==> config.mk <==
export PLATFORM = sky130hd
export DESIGN_NAME = trap_ctx_stack
export DESIGN_NICKNAME = d
export VERILOG_FILES = /design/src/rtl/trap_ctx_pkg.sv /design/src/rtl/trap_ctx_shift_store.sv /design/src/rtl/trap_ctx_arbiter.sv /design/src/rtl/trap_ctx_stack.sv
export SDC_FILE = /design/constraint.sdc
export NUM_CORES = 1
export LEC_CHECK = 0
export BUFFER_PORTS_ARGS = -buffer_cell sky130_fd_sc_hd__buf_2
export CAP_MARGIN = 15
export CORE_ASPECT_RATIO = 0.5
export CORE_MARGIN = 3
export CORE_UTILIZATION = 45
export DETAILED_ROUTE_END_ITERATION = 12
export GPL_ROUTABILITY_DRIVEN = 0
export SLEW_MARGIN = 20
export SYNTH_ARGS = -nofsm -noshare
export SYNTH_HDL_FRONTEND = slang
export SYNTH_SLANG_ARGS = --single-unit
==> constraint.sdc <==
create_clock -name clk -period 7.9 [get_ports clk]
set_input_delay 2.37 -clock clk [delete_from_list [all_inputs] [get_ports clk]]
set_output_delay 2.37 -clock clk [all_outputs]
set_load 0.1 [all_outputs]
==> src/rtl/trap_ctx_pkg.sv <==
package trap_ctx_pkg;

  localparam int unsigned LVL_W = 2;

  typedef enum logic [LVL_W-1:0] {
    LVL_APP    = 2'd0,
    LVL_GUEST  = 2'd1,
    LVL_HYP    = 2'd2,
    LVL_SECURE = 2'd3
  } priv_lvl_e;

  typedef enum logic [2:0] {
    OP_IDLE,
    OP_TRAP,
    OP_UPCALL,
    OP_BADCALL,
    OP_RETURN,
    OP_UNDERFLOW,
    OP_DELEGATE,
    OP_CSRWR
  } ctx_op_e;

  function automatic priv_lvl_e lower_of(priv_lvl_e a, priv_lvl_e b);
    return (a < b) ? a : b;
  endfunction

endpackage

==> src/rtl/trap_ctx_shift_store.sv <==
module trap_ctx_shift_store #(
  parameter int unsigned DEPTH = 8,
  parameter int unsigned EW    = 24,
  parameter logic [EW-1:0] FLOOR = '0,
  localparam int unsigned DW = $clog2(DEPTH + 1)
) (
  input  logic          clk,
  input  logic          rst_n,
  input  logic          clear,
  input  logic          push,
  input  logic          pop,
  input  logic          wr_top,
  input  logic [EW-1:0] push_data,
  input  logic [EW-1:0] wr_data,
  output logic [EW-1:0] top_data,
  output logic          top_valid,
  output logic          full,
  output logic [DW-1:0] count
);

  logic [EW-1:0] slot     [DEPTH];
  logic          vld      [DEPTH];
  // Value each slot takes on a push (from the slot above it) or a pop (from the slot below it).
  logic [EW-1:0] from_up  [DEPTH];
  logic          vup      [DEPTH];
  logic [EW-1:0] from_dn  [DEPTH];
  logic          vdn      [DEPTH];

  for (genvar i = 0; i < DEPTH; i++) begin : g_slot
    if (i == 0) begin : g_head
      assign from_up[i] = push_data;
      assign vup[i]     = 1'b1;
    end else begin : g_body
      assign from_up[i] = slot[i-1];
      assign vup[i]     = vld[i-1];
    end
    if (i == DEPTH - 1) begin : g_floor
      // The far end is hard-wired: a pop shifts the fixed reset entry in.
      assign from_dn[i] = FLOOR;
      assign vdn[i]     = 1'b0;
    end else begin : g_inner
      assign from_dn[i] = slot[i+1];
      assign vdn[i]     = vld[i+1];
    end

    always_ff @(posedge clk or negedge rst_n) begin
      if (!rst_n) begin
        slot[i] <= FLOOR;
        vld[i]  <= 1'b0;
      end else if (clear) begin
        slot[i] <= FLOOR;
        vld[i]  <= 1'b0;
      end else if (push) begin
        slot[i] <= from_up[i];
        vld[i]  <= vup[i];
      end else if (pop) begin
        slot[i] <= from_dn[i];
        vld[i]  <= vdn[i];
      end else if (wr_top && (i == 0) && vld[i]) begin
        slot[i] <= wr_data;
      end
    end
  end

  assign top_valid = vld[0];
  assign top_data  = vld[0] ? slot[0] : FLOOR;
  assign full      = vld[DEPTH-1];

  always_comb begin
    count = '0;
    for (int k = 0; k < DEPTH; k++) begin
      count = count + DW'(vld[k]);
    end
  end

endmodule

==> src/rtl/trap_ctx_arbiter.sv <==
module trap_ctx_arbiter
  import trap_ctx_pkg::*;
(
  input  logic      hold,
  input  logic      trap_valid,
  input  logic      upcall_req,
  input  logic      ret_req,
  input  logic      deleg_req,
  input  priv_lvl_e deleg_lvl,
  input  logic      csr_we,
  input  priv_lvl_e cur_lvl,
  input  priv_lvl_e top_lvl,
  input  logic      top_valid,
  output ctx_op_e   op,
  output priv_lvl_e next_lvl,
  output logic      push,
  output logic      pop,
  output logic      wr_top,
  output logic      wipe
);

  logic [LVL_W-1:0] step_up;
  assign step_up = cur_lvl + 2'd1;

  always_comb begin
    op       = OP_IDLE;
    next_lvl = cur_lvl;
    push     = 1'b0;
    pop      = 1'b0;
    wr_top   = 1'b0;
    wipe     = 1'b0;
    if (!hold) begin
      if (trap_valid) begin
        op       = OP_TRAP;
        next_lvl = LVL_SECURE;
        push     = 1'b1;
      end else if (upcall_req) begin
        push = 1'b1;
        if (cur_lvl == LVL_SECURE) begin
          op       = OP_BADCALL;
          next_lvl = LVL_SECURE;
        end else begin
          op       = OP_UPCALL;
          next_lvl = priv_lvl_e'(step_up);
        end
      end else if (ret_req) begin
        if (top_valid) begin
          op       = OP_RETURN;
          pop      = 1'b1;
          next_lvl = lower_of(top_lvl, cur_lvl);
        end else begin
          op       = OP_UNDERFLOW;
          wipe     = 1'b1;
          next_lvl = LVL_SECURE;
        end
      end else if (deleg_req) begin
        if ((cur_lvl == LVL_SECURE) && (deleg_lvl != LVL_SECURE)) begin
          op       = OP_DELEGATE;
          next_lvl = deleg_lvl;
        end
      end else if (csr_we) begin
        if ((cur_lvl == LVL_SECURE) && top_valid) begin
          op     = OP_CSRWR;
          wr_top = 1'b1;
        end
      end
    end
  end

endmodule

==> src/rtl/trap_ctx_stack.sv <==
module trap_ctx_stack
  import trap_ctx_pkg::*;
#(
  parameter int unsigned PCW   = 16,
  parameter int unsigned DEPTH = 8,
  parameter int unsigned CW    = 6,
  parameter int unsigned FLAGW = 6,
  parameter logic [PCW-1:0] RESET_PC      = 16'h0100,
  parameter logic [CW-1:0]  UPCALL_CAUSE  = 6'h3E,
  parameter logic [CW-1:0]  BADCALL_CAUSE = 6'h3F,
  localparam int unsigned SRW = FLAGW + LVL_W,
  localparam int unsigned EW  = PCW + SRW,
  localparam int unsigned DW  = $clog2(DEPTH + 1)
) (
  input  logic             clk,
  input  logic             rst_n,
  input  logic             trap_valid,
  output logic             trap_ready,
  input  logic [CW-1:0]    trap_cause,
  input  logic [PCW-1:0]   exec_pc,
  input  logic [PCW-1:0]   handler_pc,
  input  logic             upcall_req,
  input  logic             ret_req,
  input  logic             deleg_req,
  input  logic [LVL_W-1:0] deleg_mode,
  input  logic             csr_we,
  input  logic [EW-1:0]    csr_wdata,
  output logic [EW-1:0]    csr_rdata,
  output logic [PCW-1:0]   fetch_pc,
  output logic [LVL_W-1:0] cur_mode,
  output logic [SRW-1:0]   cur_status,
  output logic [CW-1:0]    cause,
  output logic [DW-1:0]    depth,
  output logic             overflow,
  output logic             core_reset
);

  localparam logic [EW-1:0] FLOOR_ENTRY = {RESET_PC, {FLAGW{1'b0}}, LVL_SECURE};

  logic [PCW-1:0]   pc_q;
  priv_lvl_e        lvl_q;
  logic [FLAGW-1:0] flags_q;
  logic [CW-1:0]    cause_q;
  logic             ovf_q;
  logic             rstp_q;

  logic [EW-1:0]    top_entry;
  logic             top_valid;
  logic             stk_full;
  logic [DW-1:0]    stk_count;

  ctx_op_e          op;
  priv_lvl_e        next_lvl;
  logic             push;
  logic             pop;
  logic             wr_top;
  logic             wipe;

  logic [SRW-1:0]   sr_now;
  logic [PCW-1:0]   top_pc;
  logic [FLAGW-1:0] top_flags;
  priv_lvl_e        top_lvl;

  assign sr_now    = {flags_q, lvl_q};
  assign top_pc    = top_entry[EW-1 -: PCW];
  assign top_flags = top_entry[SRW-1 -: FLAGW];
  assign top_lvl   = priv_lvl_e'(top_entry[LVL_W-1:0]);

  trap_ctx_arbiter u_arb (
    .hold       (rstp_q),
    .trap_valid (trap_valid),
    .upcall_req (upcall_req),
    .ret_req    (ret_req),
    .deleg_req  (deleg_req),
    .deleg_lvl  (priv_lvl_e'(deleg_mode)),
    .csr_we     (csr_we),
    .cur_lvl    (lvl_q),
    .top_lvl    (top_lvl),
    .top_valid  (top_valid),
    .op         (op),
    .next_lvl   (next_lvl),
    .push       (push),
    .pop        (pop),
    .wr_top     (wr_top),
    .wipe       (wipe)
  );

  trap_ctx_shift_store #(
    .DEPTH (DEPTH),
    .EW    (EW),
    .FLOOR (FLOOR_ENTRY)
  ) u_store (
    .clk       (clk),
    .rst_n     (rst_n),
    .clear     (wipe),
    .push      (push),
    .pop       (pop),
    .wr_top    (wr_top),
    .push_data ({exec_pc, sr_now}),
    .wr_data   (csr_wdata),
    .top_data  (top_entry),
    .top_valid (top_valid),
    .full      (stk_full),
    .count     (stk_count)
  );

  always_ff @(posedge clk or negedge rst_n) begin
    if (!rst_n) begin
      pc_q    <= RESET_PC;
      lvl_q   <= LVL_SECURE;
      flags_q <= '0;
      cause_q <= '0;
      ovf_q   <= 1'b0;
      rstp_q  <= 1'b0;
    end else begin
      rstp_q <= (op == OP_UNDERFLOW);
      lvl_q  <= next_lvl;
      case (op)
        OP_TRAP: begin
          pc_q    <= handler_pc;
          flags_q <= '0;
          cause_q <= trap_cause;
        end
        OP_UPCALL: begin
          pc_q    <= handler_pc;
          flags_q <= '0;
          cause_q <= UPCALL_CAUSE;
        end
        OP_BADCALL: begin
          pc_q    <= handler_pc;
          flags_q <= '0;
          cause_q <= BADCALL_CAUSE;
        end
        OP_RETURN: begin
          pc_q    <= top_pc;
          flags_q <= top_flags;
        end
        OP_UNDERFLOW: begin
          pc_q    <= RESET_PC;
          flags_q <= '0;
          cause_q <= '0;
          ovf_q   <= 1'b0;
        end
        OP_DELEGATE: begin
          pc_q <= handler_pc;
        end
        default: begin
        end
      endcase
      if (push && stk_full) begin
        ovf_q <= 1'b1;
      end
    end
  end

  assign trap_ready = !rstp_q;
  assign csr_rdata  = top_entry;
  assign fetch_pc   = pc_q;
  assign cur_mode   = lvl_q;
  assign cur_status = sr_now;
  assign cause      = cause_q;
  assign depth      = stk_count;
  assign overflow   = ovf_q;
  assign core_reset = rstp_q;

endmodule

==> results.cfg <==
[drt]
drt_pass1_iterations = 5
wirelength_um = 27370
first_iter_violations = 703
vias = 8386
wl_per_cell_um = 18.21
routed_via_density = 5.580
remaining_drc_errors = 0
postRouteAntennaNets = 0

[flow_run]
maxCapViolations = 0

[grt]
grt-ovfl-total = 0
grt_max_degree = 137
grt_pass1_vias = 8105
grt_antenna_before_repair = 0
grtUsageTotal = 0.2044
grt_pass1_wl_um = 45050

[synthesis]
yosysUniqueCellTypes = 52
ys_seq_elements = 232
synth_top_area_frac = 0.4613
syn_area_per_cell_um2 = 10.23
synth_nets = 1166
syn-instance-count = 1087
syn_area_um2 = 11120
netlist_top_cells_area = dfrtp_1 (46%), mux2i_1 (12%), nand2_1 (6.7%)
ys_seq_area_frac = 0.5251
ys_warn_count = 0
yosys.area.top_type = dfrtp_1

[floorplanning]
dieWidth_um = 228.3
rows = 39
dieArea_um2 = 26750
start_util = 0.4728
die_h_um = 117.2
ios = 134
core_um2 = 23520

[final_layout]
final_cell_mix = dfrtp_1 (204), nand2_1 (196), o21ai_0 (139), buf_2 (132), mux2i_1 (130)
fin_area_um2 = 12570
layout-drive-gt1-share = 0.1932
multiInputGateArea_um2 = 4668
n_antenna_cell = 0
layout.nets = 1241
layout.cells.non_filler = 1503
ff_latch_area_um2 = 5841
syn2layout_area_growth_pct = 13.02
nFillCells = 2101
layout.cells.most_common = dfrtp_1
final_util = 0.5343

[setup_path]
r2r_slack_ns = 5.20
rr_worst_depth = 5
critPathArrivalTime_ns = 3.72
end_kind = primary output
crit_end = depth[2]
critPathRequiredTime_ns = 5.53
r2r_end = u_store.from_dn[53]$_DFFE_PN0P_
worstReg2RegStart = core_reset$_DFF_PN0_
cp_max_fo = 4
crit_path_start = u_store.vdn[7]$_DFFE_PN0P_
worst_setup_path_start_kind = flip-flop
critPathKind = reg -> out

[sta]
fin_setup_tns_ns = 0
period_needed_ns = 6.093
tightestPinTransition_ns = 1.031
finalMaxSlewViolations = 0
rsz0062_at_grt = no
skew_ns = 0.009722
fmax_mhz = 164.1
min_period_over_period = 0.7713
holdWs_ns = 0.4876
finalHoldViolCount = 0
setup_ws_ns = 1.807
setup_viol = 0
max-slew-margin-rel = 0.3124

[pwr]
power_density_nw_per_um2 = 285.6
fin_total_pwr_mw = 3.589
irDropWorstVdd_v = 0.0001925
p_leak_nw = 5.800

[placement]
dp.cells = 1465
post_dp_cell_area_um2 = 11830
dp_hpwl_um = 16950
portBuffers = 133
dpl_worst_slack_ns = 2.336

[cts]
clk_latency_ns = 0.52
clk_path_buf_depth = 3
cts-root-buf = clkbuf_16
path_clk_slew_ns = 0.07
numCtsBuffers = 22
cts_tree = built
post_cts_buffers = 0
cts_hold_buf = 0
post_cts_resized = 0
cts.sinks = 232
htreeDepth = 1

[status]
outcome = finished clean

[worst_hold_path]
worstHoldPathType = reg -> reg
[cells by family (layout without fill, tap and decap cells)]
| kind of cell | Yosys count | after routing | synth area share |
|---|---|---|---|
| flip-flops | 232 | 232 | 0.5251 |
| buffers and inverters | 129 | 217 | 0.05795 |
| adder cells (fa/ha/maj) | 8 | 8 | 0.01170 |
| AND/OR/NAND/NOR | 296 | 296 | 0.1179 |
| AO/OA/AOI/OAI | 288 | 288 | 0.1664 |
| XOR/XNOR | 1 | 1 | 0.0007878 |
| multiplexers | 133 | 133 | 0.1201 |
[how the worst min path moves through the flow]
stage / depth (start not counted) / slack [ns] / from / to
2_1_floorplan: 1 / 0.47 / u_store.from_dn[47]$_DFFE_PN0P_ / u_store.from_dn[47]$_DFFE_PN0P_
3_3_place_gp: 2 / 0.47 / u_store.from_dn[25]$_DFFE_PN1P_ / u_store.from_dn[49]$_DFFE_PN1P_
3_5_place_dp: 1 / 0.48 / u_store.from_dn[35]$_DFFE_PN0P_ / u_store.from_dn[35]$_DFFE_PN0P_
4_1_cts: 2 / 0.49 / u_store.from_dn[40]$_DFFE_PN1P_ / u_store.from_dn[64]$_DFFE_PN1P_
5_1_grt: 1 / 0.51 / u_store.from_dn[42]$_DFFE_PN0P_ / u_store.from_dn[42]$_DFFE_PN0P_
6_report: 2 / 0.49 / u_store.from_dn[40]$_DFFE_PN1P_ / u_store.from_dn[64]$_DFFE_PN1P_
[Yosys cell counts (all sizes together)]
| library cell | count |
|---|---|
| nand4 | 1 |
| a2bb2oi | 1 |
| clkbuf | 25 |
| dfrtp | 205 |
| fa | 4 |
| o221a | 18 |
| a32oi | 1 |
| nor4 | 1 |
| nand2b | 4 |
| dfstp | 27 |
| o211ai | 2 |
| a22oi | 6 |
| o22ai | 5 |
| a211o | 1 |
| nor3 | 24 |
| nand4b | 1 |
| o21a | 1 |
| inv | 35 |
| xor2 | 1 |
| o21ai | 141 |
| mux2i | 130 |
| o221ai | 22 |
| nand2 | 198 |
| o31ai | 3 |
| a31oi | 19 |
| and3b | 1 |
| ha | 4 |
| a21boi | 1 |
| o22a | 3 |
| buf | 69 |
| or2 | 4 |
| a22o | 27 |
| nor2b | 3 |
| nor2 | 21 |
| o311ai | 1 |
| mux2 | 3 |
| a21oi | 36 |
| nand3 | 1 |
| or3 | 16 |
| and2 | 21 |
[registers in the layout, indices dropped and copies added (netlist names)]
register and flops:
cause 6, u_store.vdn 6, u_store.full 1, fetch_pc 16, core_reset 1, cur_mode 2, u_store.top_valid 1, u_store.from_dn 168
u_store.from_up 24, flags_q 6, overflow 1
[worst max-delay path, cell delays in order (launching register included)]
cell	delay [ns]
dfrtp_1	0.41
ha_1	0.28
inv_1	0.05
fa_1	0.49
fa_1	0.51
inv_1	0.05
fa_1	0.46
fa_1	0.39
xor2_1	0.12
buf_2	0.44
[area by class of cell]
cell class,count,share of cell area
Sequential cell,232,0.4648
Multi-Input combinational cell,726,0.3715
Timing Repair Buffer,145,0.06322
Clock buffer,33,0.05297
Tap cell,328,0.03266
Inverter,35,0.01045
Clock inverter,4,0.004480
[power by group]
group	switching, mW	internal, mW	total (mW)
logic	0.651	0.253	0.904
registers	0.179	1.43	1.61
clock network	0.456	0.617	1.07
[layer usage]
metal	vias to the layer above	global-route usage	part of all wire
met2	182	0.3030	0.43
met5	-	0	0
met4	0	0.04324	0.017
li1	3978	-	-
met3	38	0.04159	0.048
met1	4188	0.3112	0.51
(Power assumes the default switching activity.)
